`config.mk`:
```
export PLATFORM = sky130hd
export DESIGN_NAME = dual_reset_dispatch
export DESIGN_NICKNAME = d
export VERILOG_FILES = /design/src/rtl/dual_reset_dispatch.sv
export SDC_FILE = /design/constraint.sdc
export NUM_CORES = 1
export LEC_CHECK = 0
export BUFFER_PORTS_ARGS = -buffer_cell sky130_fd_sc_hd__buf_2
export CAP_MARGIN = 5
export CORE_AREA = 2 2 48 50
export DETAILED_ROUTE_END_ITERATION = 10
export DIE_AREA = 0 0 50 52
export PLACE_DENSITY = 0.55
export SETUP_SLACK_MARGIN = 0.15
export SLEW_MARGIN = 20
export SYNTH_ARGS = -nofsm -noshare
export SYNTH_HDL_FRONTEND = slang
export SYNTH_SLANG_ARGS = --single-unit
```
`constraint.sdc`:
```
create_clock -name clk -period 1.7 [get_ports clk]
set_input_delay 0.34 -clock clk [delete_from_list [all_inputs] [get_ports clk]]
set_output_delay 0.34 -clock clk [all_outputs]
set_load 0.02 [all_outputs]
```
`src/rtl/dual_reset_dispatch.sv`:
```
module dual_reset_dispatch #(
  parameter int ADDR_W = 2,
  parameter int DATA_W = 8,
  parameter int OP_W = 8,
  parameter int SRST_POS = 2,
  parameter int SEL_POS = 4,
  parameter int DET_W = 4,
  parameter logic [ADDR_W-1:0] A_CTL = 0,
  parameter logic [ADDR_W-1:0] A_LINK = 1,
  parameter logic [ADDR_W-1:0] A_SEL = 2,
  parameter logic [OP_W-1:0] OP_DEVRST = 8'h08,
  parameter logic [OP_W-1:0] OP_DIAG = 8'h90
) (
  input  logic              clk,
  input  logic              rst_n,
  input  logic              reg_wr,
  input  logic [ADDR_W-1:0] reg_addr,
  input  logic [DATA_W-1:0] reg_wdata,
  input  logic              cmd_valid,
  input  logic [OP_W-1:0]   cmd_op,
  input  logic [1:0]        done,
  output logic [1:0]        link_init_req,
  output logic [1:0]        soft_rst_req,
  output logic [1:0]        cmd_req,
  output logic              cmd_diag,
  output logic [1:0]        busy
);
  localparam logic [DET_W-1:0] DET_GO = DET_W'(1);

  logic srst_q, det_q, sel_q;

  wire wr_ctl  = reg_wr && reg_addr == A_CTL;
  wire wr_link = reg_wr && reg_addr == A_LINK;
  wire wr_sel  = reg_wr && reg_addr == A_SEL;
  wire det_one = reg_wdata[DET_W-1:0] == DET_GO;

  wire srst_edge = wr_ctl && reg_wdata[SRST_POS] && !srst_q;
  wire det_start = wr_link && det_one && !det_q;
  wire det_stop  = wr_link && !det_one;
  wire is_rst    = cmd_valid && cmd_op == OP_DEVRST;
  wire is_diag   = cmd_valid && cmd_op == OP_DIAG;

  wire [1:0] want_cmd = is_diag ? 2'b11 : is_rst ? (sel_q ? 2'b10 : 2'b01) : 2'b00;
  wire [1:0] link_new = {2{det_start}} & ~busy;
  wire [1:0] soft_new = {2{srst_edge}} & ~busy & ~link_new;
  wire [1:0] cmd_new  = want_cmd & ~busy & ~link_new & ~soft_new;

  always_ff @(posedge clk or negedge rst_n) begin
    if (!rst_n) begin
      srst_q <= 1'b0;
      det_q <= 1'b0;
      sel_q <= 1'b0;
      busy <= '0;
      link_init_req <= '0;
      soft_rst_req <= '0;
      cmd_req <= '0;
      cmd_diag <= 1'b0;
    end else begin
      if (wr_ctl) srst_q <= reg_wdata[SRST_POS];
      if (wr_link) det_q <= det_one;
      if (wr_sel) sel_q <= reg_wdata[SEL_POS];
      busy <= (busy & ~done) | link_new | soft_new | cmd_new;
      link_init_req <= det_stop ? 2'b00 : (link_init_req | link_new);
      soft_rst_req <= soft_new;
      cmd_req <= cmd_new;
      cmd_diag <= is_diag && (cmd_new != 2'b00);
    end
  end
endmodule

```
Word-level counts from Yosys, hierarchy flattened --
Cells that the tools add are included.
Storage, ports and cells: word-level logic and storage cells 48, output and inout port bits 9, flip-flop bits (word level) 12, input port bits 24
Operators by class: mux-type cells 4, reduce and logical (&&, ||, !) cells 16, eq/ne operators 5, bitwise logic cells 15
Operators with widths (count):
- 2-bit AND | 7
- 1-bit logical AND | 11
- 8-bit by 4-bit == test with 1-bit output (second input constant) | 1
- 8-bit == test (second input constant) | 1
- 2-bit 2-to-1 mux | 4
- 2-bit NOT | 4
- 2-bit OR | 4
- 4-bit by 1-bit == test with 1-bit output (second input constant) | 1
- 1-bit logical NOT | 3
- 2-bit by 1-bit == test with 1-bit output (second input constant) | 1
- 2-bit == test (second input constant) | 1
- 2-bit logical NOT | 1
- 2-bit nonzero test | 1

Logic depth before layout (Yosys ltp) --
Gate-level depths: netlist of the first run.
depth after elaboration 11, mapped depth 3, depth with buffers taken out 3

Worst setup path before layout of the first run --
No wires, ideal clock.
path kind in2reg, from input port reg_wdata[2], to register busy[1], arrival time 1.252 ns, library setup time 0.086 ns, buffers on the path 0, stages 3, required time 1.614 ns, path slack 0.362 ns, cells stage by stage or4b_4 > o2bb2a_4 > o221ai_2
On the way: longest elaborated chain between the ends 9, elaborated cells between the ends (all ways) 15, classes of those cells eq/ne: 1; bitwise: 10; reduce/logical: 4
Ends and longest elaborated chain:
- start, declared | RTL line 18 | input logic [DATA_W-1:0] reg_wdata,
- 4-bit by 1-bit == test with 1-bit output | RTL line 35 | wire det_one = reg_wdata[DET_W-1:0] == DET_GO;
- 1-bit logical AND (2 in a row) | RTL line 38 | wire det_start = wr_link && det_one && !det_q;
- 2-bit AND | RTL line 44 | wire [1:0] link_new = {2{det_start}} & ~busy;
- 2-bit NOT | RTL line 45, 46
- 2-bit AND | RTL line 45 | wire [1:0] soft_new = {2{srst_edge}} & ~busy & ~link_new;
- 2-bit NOT | RTL line 46 | wire [1:0] cmd_new = want_cmd & ~busy & ~link_new & ~soft_new;
- 2-bit AND | RTL line 46
- 2-bit OR * | RTL line 62 | busy <= (busy & ~done) | link_new | soft_new | cmd_new;
- end signal, assigned | RTL line 62
- end, declared | RTL line 26 | output logic [1:0] busy
Every way passes the cells marked *; elsewhere a longest branch is shown, timed or not. A chain may end at the register's enable or synchronous reset.

Final worst setup path of the first run --
from register busy[1], to output port busy[1]
No word-level cell between the ends.

==> flow_metrics.py, run 1 <==
metrics = {
    "global_route": {
        "grt_pass1_vias": 502,
        "grt_first_pass_wirelength_mm": 1.96,
        "antenna_found_initial": 0,
        "overflow": 0,
        "grt_max_degree": 13,
        "track_usage_pct": 10.1,
    },
    "power_and_ir_drop": {
        "power.switching_mw": 0.205,
        "p_clk_share_pct": 23.8,
        "power_frac_comb_pct": 25.5,
        "p_int_mw": 0.482,
        "leakagePower_nw": 0.385,
        "pwr-share-seq_pct": 50.7,
        "design_power_total_mw": 0.688,
        "switching_share_pct": 29.8,
        "power_density_nw_per_um2": 849,
        "peakVddDrop_v": 0.000273,
    },
    "yosys": {
        "synth_cell_type_count": 27,
        "synthesis.nets": 76,
        "synth_top_area_share_pct": 51.0,
        "ys_seq_elements": 12,
        "yosysWarningCount": 0,
        "synth_edf_count": 0,
        "synth.avg_cell_area_sq_um": 11.3,
        "syn_inst": 52,
        "netlist_top_cells_count": "dfrtp_1, nor2_1, nand2_1, o21ai_0",
        "yosysMostFrequentCell": "dfrtp_1",
        "synth_area_sq_um": 589,
        "yosysSeqAreaShare_pct": 51.0,
        "async_reset_ff_share_pct": 100,
        "yosys.area.top_type": "dfrtp_1",
        "ys_top_cells_by_area": "dfrtp_1, mux2_2, o2bb2a_4",
        "synth_flop_cell": "dfrtp_1",
    },
    "worst_setup_path": {
        "cp_cell_sequence": "buf_2",
        "path_max_fanout": 7,
        "cp-end-kind": "output pin",
        "crit_required_ps": 1360,
        "cp_top_family": "flip-flops",
        "crit_buf_inv": 1,
        "worstPathArrival_ps": 950,
        "r2r_slack_ps": 520,
        "max_stage_delay_ps": 470,
        "cp-start-kind": "flip-flop",
        "slowest_stage": "dfrtp_1",
        "path_class": "reg -> out",
    },
    "timing": {
        "post-route-worst-setup-slack_ps": 414,
        "slew_headroom_pct": 63.9,
        "fin_crit_ps": 1290,
        "fin_crit_sh_pct": 75.7,
        "rsz0062_at_grt": "false",
        "max_freq_mhz": 777,
        "timing.hold.ws_ps": 310,
        "worst_slew_pin_slew_ps": 534,
        "setup_tns_ps": 0,
        "setup_violations": 0,
        "hold_violations": 0,
        "skew_ps": 0.917,
        "drv_slew": 0,
    },
    "clock_network": {
        "numClockSinks": 12,
        "cts_tree": "done",
        "clk_pin_slew_ps": 70,
        "cts_hold_buf": 1,
        "post-cts-setup-buffer-count": 0,
        "post_cts_resized": 0,
        "cts_buffer_depth": 2,
        "clock_latency_ps": 260,
        "cts_htree_levels": 1,
        "root_buffer": "clkbuf_4",
        "cts_buffers": 3,
    },
    "floorplanning": {
        "rows": 17,
        "design.core.area_sq_um": 2110,
        "initial_core_util_pct": 28.0,
        "die_y_um": 52,
        "die_x_um": 50,
        "boundaryPins": 33,
        "dieArea_sq_um": 2600,
    },
    "run_status": {
        "status": "completed",
    },
    "routing": {
        "ant_nets": 0,
        "drc": 0,
        "routed_wl_mm": 1.19,
        "wire_per_inst_um": 10.4,
        "num_vias": 517,
        "dr.pass1.iters": 3,
        "drt_iter0_markers": 2,
        "vias_per_cell": 4.54,
    },
    "worst_hold_path": {
        "hold_path_class": "in -> reg",
    },
    "placement": {
        "port_buffers": 29,
        "dp_worst_setup_slack_ps": 183,
        "dpl.hpwl_mm": 1.03,
        "dpl_cell_area_sq_um": 777,
        "gp_congestion": 0.797,
        "placed_cells": 110,
    },
    "layout": {
        "final_core_util_pct": 38.4,
        "stdcell_area_sq_um": 810,
        "fill_cells": 220,
        "area_delta_synth_final_pct": 37.4,
        "diodes": 0,
        "finalNonFillerCells": 114,
        "layout-drive-gt1-share_pct": 45.3,
        "final_nets": 112,
    },
    "job": {
        "drv_cap": 0,
    },
}
## flip-flops by register name, summed over array words and instances, names as in the netlist
register,count
soft_rst_req,2
cmd_diag,1
sel_q,1
busy,2
srst_q,1
link_init_req,2
cmd_req,2
det_q,1
## per-layer routing
layer | wire (um) | vias to the layer above | track usage, %
met5 | 0 | - | 0
met4 | 0 | 0 | 5.56
li1 | - | 265 | -
met1 | 492 | 237 | 10.8
met3 | 77 | 0 | 3.16
met2 | 619 | 15 | 17.8
## path summary, 6_finish.rpt
check	cells after the start	end	from
setup / recovery	1	busy[1]	busy[1]
hold / removal	2	sel_q	reg_wdata[4]
setup reg to reg	3	busy[0]	sel_q
hold reg to reg	1	link_init_req[0]	link_init_req[0]
max in group asynchronous	2	sel_q	rst_n
min in group asynchronous	2	link_init_req[0]	rst_n
## power groups by stage
stage               clock network (mW)  registers (mW)  logic (mW)
detailed placement                   0           0.355       0.176
CTS                              0.174           0.349       0.178
global route                     0.189           0.355       0.194
finish                           0.164           0.348       0.176
floorplan                            0           0.385      0.0704
global placement                     0           0.355       0.172
## kinds of logic after synthesis
kind of cell	after synthesis	synth area share [%]
AO/OA/AOI/OAI	12	18.0
buffers and inverters	2	1.27
flip-flops	12	51.0
multiplexers	2	3.82
AND/OR/NAND/NOR	24	25.9
## cell usage in the layout, fill, tap and decap left out, drive strengths merged
cell and n:
nor2 5, nor3b 2, nand2b 1, nand4bb 1, and3b 1, nand3b 1
nor4b 2, nor3 2, a21oi 1, mux2 2, inv 2, o31ai 1
nor2b 1, o2bb2a 1, or4b 1, or3b 1, nand3 1, o21ai 3
a31oi 1, dfrtp 12, o21a 2, o221ai 1, o2bb2ai 1, clkbuf 3
nor4 1, buf 30, nand2 3, o211ai 1, and2 1, dlygate4sd3 1
## area by class of cell
| type | count | area (sq um) | area share (%) |
|---|---|---|---|
| flip-flops and latches | 12 | 300 | 37.1 |
| multi-input cells | 38 | 282 | 34.8 |
| repair buffers | 31 | 163 | 20.1 |
| well taps | 28 | 35.0 | 4.33 |
| clock buffers | 3 | 22.5 | 2.78 |
| inverters | 2 | 7.51 | 0.927 |
No activity file was read; power rests on OpenSTA's default activity.
==> run 2: changes to the inputs <==
- ABC_AREA: not set -> 1
- CORE_AREA: 2 2 48 50 -> 2 2 50 52
- DIE_AREA: 0 0 50 52 -> 0 0 52 54
- PLACE_DENSITY: 0.55 -> 0.53
- clock period: 1.7 -> 1.2 ns (I/O delays scaled with it)
==> flow_metrics.py, run 2 <==
metrics = {
    "global_route": {
        "grt_pass1_vias": 528,
        "track_usage_pct": 9.61,
        "antenna_found_initial": 0,
        "grt_first_pass_wirelength_mm": 1.95,
        "grt_max_degree": 13,
        "overflow": 0,
    },
    "timing": {
        "setup_violations": 0,
        "fin_crit_ps": 1050,
        "skew_ps": 6.43,
        "timing.hold.ws_ps": 176,
        "post-route-worst-setup-slack_ps": 152,
        "drv_slew": 0,
        "setup_tns_ps": 0,
        "worst_slew_pin_slew_ps": 267,
        "hold_violations": 0,
        "rsz0062_at_grt": "true",
        "slew_headroom_pct": 82.2,
        "fin_crit_sh_pct": 87.3,
        "max_freq_mhz": 954,
    },
    "worst_setup_path": {
        "r2r-end": "busy[0]",
        "path_class": "reg -> out",
        "slowest_stage": "dfrtp_1",
        "cp-end-kind": "output pin",
        "path_max_fanout": 2,
        "cp_top_family": "flip-flops",
        "worstReg2RegStart": "busy[0]",
        "r2r_cells": 5,
        "r2r_slack_ps": 220,
        "cp-start-kind": "flip-flop",
        "crit_buf_inv": 1,
        "critPathCapture": "busy[1]",
        "cp-startpoint": "busy[1]",
        "max_stage_delay_ps": 400,
        "worstPathArrival_ps": 810,
        "cp_cell_sequence": "buf_6",
        "crit_cells": 1,
        "crit_required_ps": 960,
    },
    "job": {
        "drv_cap": 0,
    },
    "layout": {
        "layout_common_cells": "buf_2, nand2_1, dfrtp_1",
        "layout_commonest_cell": "buf_2",
        "fill_cells": 248,
        "stdcell_area_sq_um": 926,
        "layout-drive-gt1-share_pct": 48.2,
        "area_delta_synth_final_pct": 45.4,
        "final_nets": 140,
        "diodes": 0,
    },
    "placement": {
        "dpl.hpwl_um": 987,
        "port_buffers": 29,
        "dpl_cell_area_sq_um": 820,
        "gp_congestion": 0.727,
        "dp_worst_setup_slack_ps": 47.4,
    },
    "power_and_ir_drop": {
        "peakVddDrop_v": 0.000554,
        "leakagePower_nw": 0.505,
        "power_density_nw_per_um2": 1280,
        "design_power_total_mw": 1.19,
    },
    "routing": {
        "drt_iter0_markers": 8,
        "ant_nets": 0,
        "vias_per_cell": 4.10,
        "wire_per_inst_um": 8.15,
        "drc": 0,
        "num_vias": 591,
        "dr.pass1.iters": 4,
        "routed_wl_mm": 1.17,
    },
    "yosys": {
        "synth_area_sq_um": 637,
        "ys_seq_elements": 12,
        "synthesis.nets": 102,
        "yosysWarningCount": 0,
        "synth_cell_type_count": 20,
        "synth_edf_count": 0,
        "synth.avg_cell_area_sq_um": 8.16,
        "ys_top_cells_by_area": "dfrtp_1, nand2_1, inv_1",
        "syn_inst": 78,
        "yosysSeqAreaShare_pct": 47.2,
        "synth_top_area_share_pct": 47.2,
        "synth_flop_cell": "dfrtp_1",
        "yosysMostFrequentCell": "nand2_1",
        "netlist_top_cells_count": "nand2_1, dfrtp_1, inv_1, nor2_1, nand2_2",
        "async_reset_ff_share_pct": 100,
        "yosys.area.top_type": "dfrtp_1",
    },
    "run_status": {
        "status": "completed",
    },
    "clock_network": {
        "clock_latency_ps": 270,
        "cts_tree": "done",
        "cts_htree_levels": 1,
        "cts_buffer_depth": 2,
        "root_buffer": "clkbuf_4",
        "numClockSinks": 12,
        "clk_pin_slew_ps": 80,
        "cts_buffers": 3,
    },
    "floorplanning": {
        "dieArea_sq_um": 2810,
        "design.core.area_sq_um": 2320,
        "boundaryPins": 33,
        "rows": 18,
        "die_x_um": 52,
        "initial_core_util_pct": 27.5,
        "die_y_um": 54,
    },
    "worst_hold_path": {
        "hold_path_class": "in -> reg",
    },
}
==> run 2: layout make-up <==
class | instances | area [sq um] | share of cell area [%]
Inverter | 13 | 48.8 | 5.27
Clock buffer | 3 | 22.5 | 2.43
Tap cell | 30 | 37.5 | 4.05
Sequential cell | 12 | 300 | 32.4
Multi-Input combinational cell | 53 | 295 | 31.9
Timing Repair Buffer | 33 | 221 | 23.9
==> run 2: per-stage QoR <==
| stage | std cells | util [%] |
|---|---|---|
| after floorplan | 78 | - |
| after global placement | 137 | 35.3 |
| after detailed placement | 137 | 35.3 |
| after CTS | 144 | 38.0 |
| after global routing | 144 | 39.9 |
| final | 144 | 39.9 |
==> run 2: where the power goes <==
| part | total (mW) | switching [mW] | internal, mW |
|---|---|---|---|
| registers | 0.497 | 0.0388 | 0.458 |
| logic | 0.446 | 0.232 | 0.214 |
| clock network | 0.244 | 0.128 | 0.116 |
==> run 2: routing by layer <==
layer  track usage [%]  up-vias  share of wire [%]
li1                  -      310                  -
met1              10.9      263                 44
met2              16.5       18                 50
met3              2.50        0                5.5
met4              5.26        0                  0
met5                 0        -                  0
==> run 2: cell families after synthesis <==
family,share of synthesized area (%)
AOI/OAI and AO/OA,6.68
buffers and inverters,7.66
DFF,47.2
and+or+nand+nor,36.7
muxes,1.77
==> run 2: how the worst min path moves through the flow <==
stage | startpoint | endpoint | cells past startpoint
floorplan | rst_n | busy[0] | 0
global placement | rst_n | cmd_req[0] | 1
detailed placement | rst_n | cmd_req[1] | 1
CTS | reg_wdata[4] | sel_q | 2
global route | reg_wdata[4] | sel_q | 2
finish | reg_wdata[4] | sel_q | 2
==> run 2: repair_timing <==
action                                 in CTS  in global routing
gates resized for setup                     2                 16
endpoints found under the hold margin      12                  0
buffers inserted                            3                  0
setup endpoints to repair                   5                 11
hold buffers                                1                  0
pin swaps                                   2                  0
==> run 3: changes to the inputs <==
- CORE_AREA: 2 2 50 52 -> 2 2 43 45
- DIE_AREA: 0 0 52 54 -> 0 0 45 47
- PLACE_DENSITY: 0.53 -> 0.69
==> flow_metrics.py, run 3 (synthesis gave the netlist of run 2 again) <==
metrics = {
    "floorplanning": {
        "dieArea_sq_um": 2120,
        "initial_core_util_pct": 38.6,
        "design.core.area_sq_um": 1650,
        "rows": 15,
        "die_x_um": 45,
        "die_y_um": 47,
        "boundaryPins": 33,
    },
    "power_and_ir_drop": {
        "peakVddDrop_v": 0.000574,
        "pwr-share-seq_pct": 39.3,
        "switching_share_pct": 32.2,
        "power_frac_comb_pct": 35.3,
        "leakagePower_nw": 0.511,
        "p_clk_share_pct": 25.4,
        "power.switching_mw": 0.406,
        "p_int_mw": 0.857,
        "power_density_nw_per_um2": 1370,
    },
    "timing": {
        "max_freq_mhz": 955,
        "rsz0062_at_grt": "true",
        "setup_tns_ps": 0,
        "hold_violations": 0,
        "slew_headroom_pct": 82.0,
        "post-route-worst-setup-slack_ps": 153,
        "skew_ps": 9.17,
        "setup_violations": 0,
        "fin_crit_sh_pct": 87.3,
        "worst_slew_pin_slew_ps": 270,
        "timing.hold.ws_ps": 184,
        "drv_slew": 0,
        "fin_crit_ps": 1050,
    },
    "routing": {
        "vias_per_cell": 4.48,
        "drt_iter0_markers": 4,
        "drc": 0,
        "wire_per_inst_um": 9.02,
        "num_vias": 592,
        "ant_nets": 0,
        "routed_wl_mm": 1.19,
        "dr.pass1.iters": 4,
    },
    "worst_hold_path": {
        "hold_path_class": "in -> reg",
        "holdPathStages": 2,
        "hold_start": "reg_wdata[4]",
        "hold_path_end": "sel_q",
    },
    "worst_setup_path": {
        "max_stage_delay_ps": 400,
        "path_class": "reg -> out",
        "slowest_stage": "dfrtp_1",
        "crit_required_ps": 960,
        "cp_cell_sequence": "buf_6",
        "r2r_slack_ps": 180,
        "r2r_cells": 6,
        "cp-end-kind": "output pin",
        "cp_top_family": "flip-flops",
        "worstPathArrival_ps": 810,
        "crit_buf_inv": 1,
        "path_max_fanout": 2,
        "cp-start-kind": "flip-flop",
        "r2r-end": "cmd_diag",
        "worstReg2RegStart": "det_q",
    },
    "clock_network": {
        "cts_buffers": 3,
        "cts_tree": "done",
        "cts_buffer_depth": 2,
        "cts_htree_levels": 1,
        "root_buffer": "clkbuf_4",
        "numClockSinks": 12,
        "clock_latency_ps": 270,
        "clk_pin_slew_ps": 80,
    },
    "global_route": {
        "track_usage_pct": 13.7,
        "grt_first_pass_wirelength_mm": 2.14,
        "antenna_found_initial": 0,
        "overflow": 0,
        "grt_max_degree": 13,
        "grt_pass1_vias": 542,
    },
    "placement": {
        "port_buffers": 29,
        "dpl.hpwl_um": 977,
        "gp_congestion": 0.705,
        "dp_worst_setup_slack_ps": 51.5,
    },
    "job": {
        "drv_cap": 0,
    },
    "layout": {
        "layout-drive-gt1-share_pct": 48.7,
        "area_delta_synth_final_pct": 45.0,
        "final_nets": 140,
        "fill_cells": 152,
        "layout_commonest_cell": "buf_2",
        "layout_common_cells": "buf_2, nand2_1, dfrtp_1",
        "diodes": 0,
    },
    "run_status": {
        "status": "completed",
    },
}
[run 3: power by group through the flow]
stage / Clock, mW / Combinational, mW / Sequential (mW)
4_1_cts: 0.331 / 0.444 / 0.497
6_report: 0.320 / 0.446 / 0.497
3_5_place_dp: 0 / 0.329 / 0.514
2_1_floorplan: 0 / 0.170 / 0.556
5_1_grt: 0.343 / 0.494 / 0.504
3_3_place_gp: 0 / 0.325 / 0.511
[run 3: how the worst max path moves through the flow]
stage / cells after the start / slack, ps / end / startpoint
global placement: 9 / 70 / busy[1] / reg_wdata[2]
floorplan: 6 / 180 / busy[1] / det_q
global route: 6 / 120 / busy[1] / det_q
detailed placement: 9 / 50 / busy[1] / reg_wdata[2]
CTS: 1 / 140 / link_init_req[1] / link_init_req[1]
finish: 1 / 150 / link_init_req[1] / link_init_req[1]
[run 3: metal layers]
metal  up-vias  global-route usage [%]  part of all wire [%]
li1        311                       -                     -
met1       261                    16.2                    40
met2        20                    24.9                    54
met3         0                    1.15                   5.5
met4         0                    7.06                     0
met5         -                       0                     0
[run 3: stage by stage]
| step | area (sq um) | instances | util, % | total power [mW] |
|---|---|---|---|---|
| after global placement | 803 | 124 | 48.6 | 0.836 |
| final | 923 | 132 | 55.9 | 1.26 |
| after global routing | 923 | 132 | 55.9 | 1.34 |
| after detailed placement | 803 | 124 | 48.6 | 0.843 |
| after floorplan | 637 | 78 | - | 0.727 |
| after CTS | 905 | 132 | 54.8 | 1.27 |
[run 3: cell type report]
class	instances	area, sq um	area share, %
repair buffers	33	221	24.0
flip-flops and latches	12	300	32.5
multi-input cells	53	295	32.0
inverters	13	48.8	5.28
well taps	17	21.3	2.30
clock buffers	4	36.3	3.93
[run 3: what timing repair did]
item                       in CTS  in global routing
buffers inserted                3                  0
setup endpoints to repair       9                 11
gates resized for setup        10                  7
hold endpoints to repair       12                  0
gates cloned                    0                  0
pin swaps                       0                  4
hold buffers                    1                  0
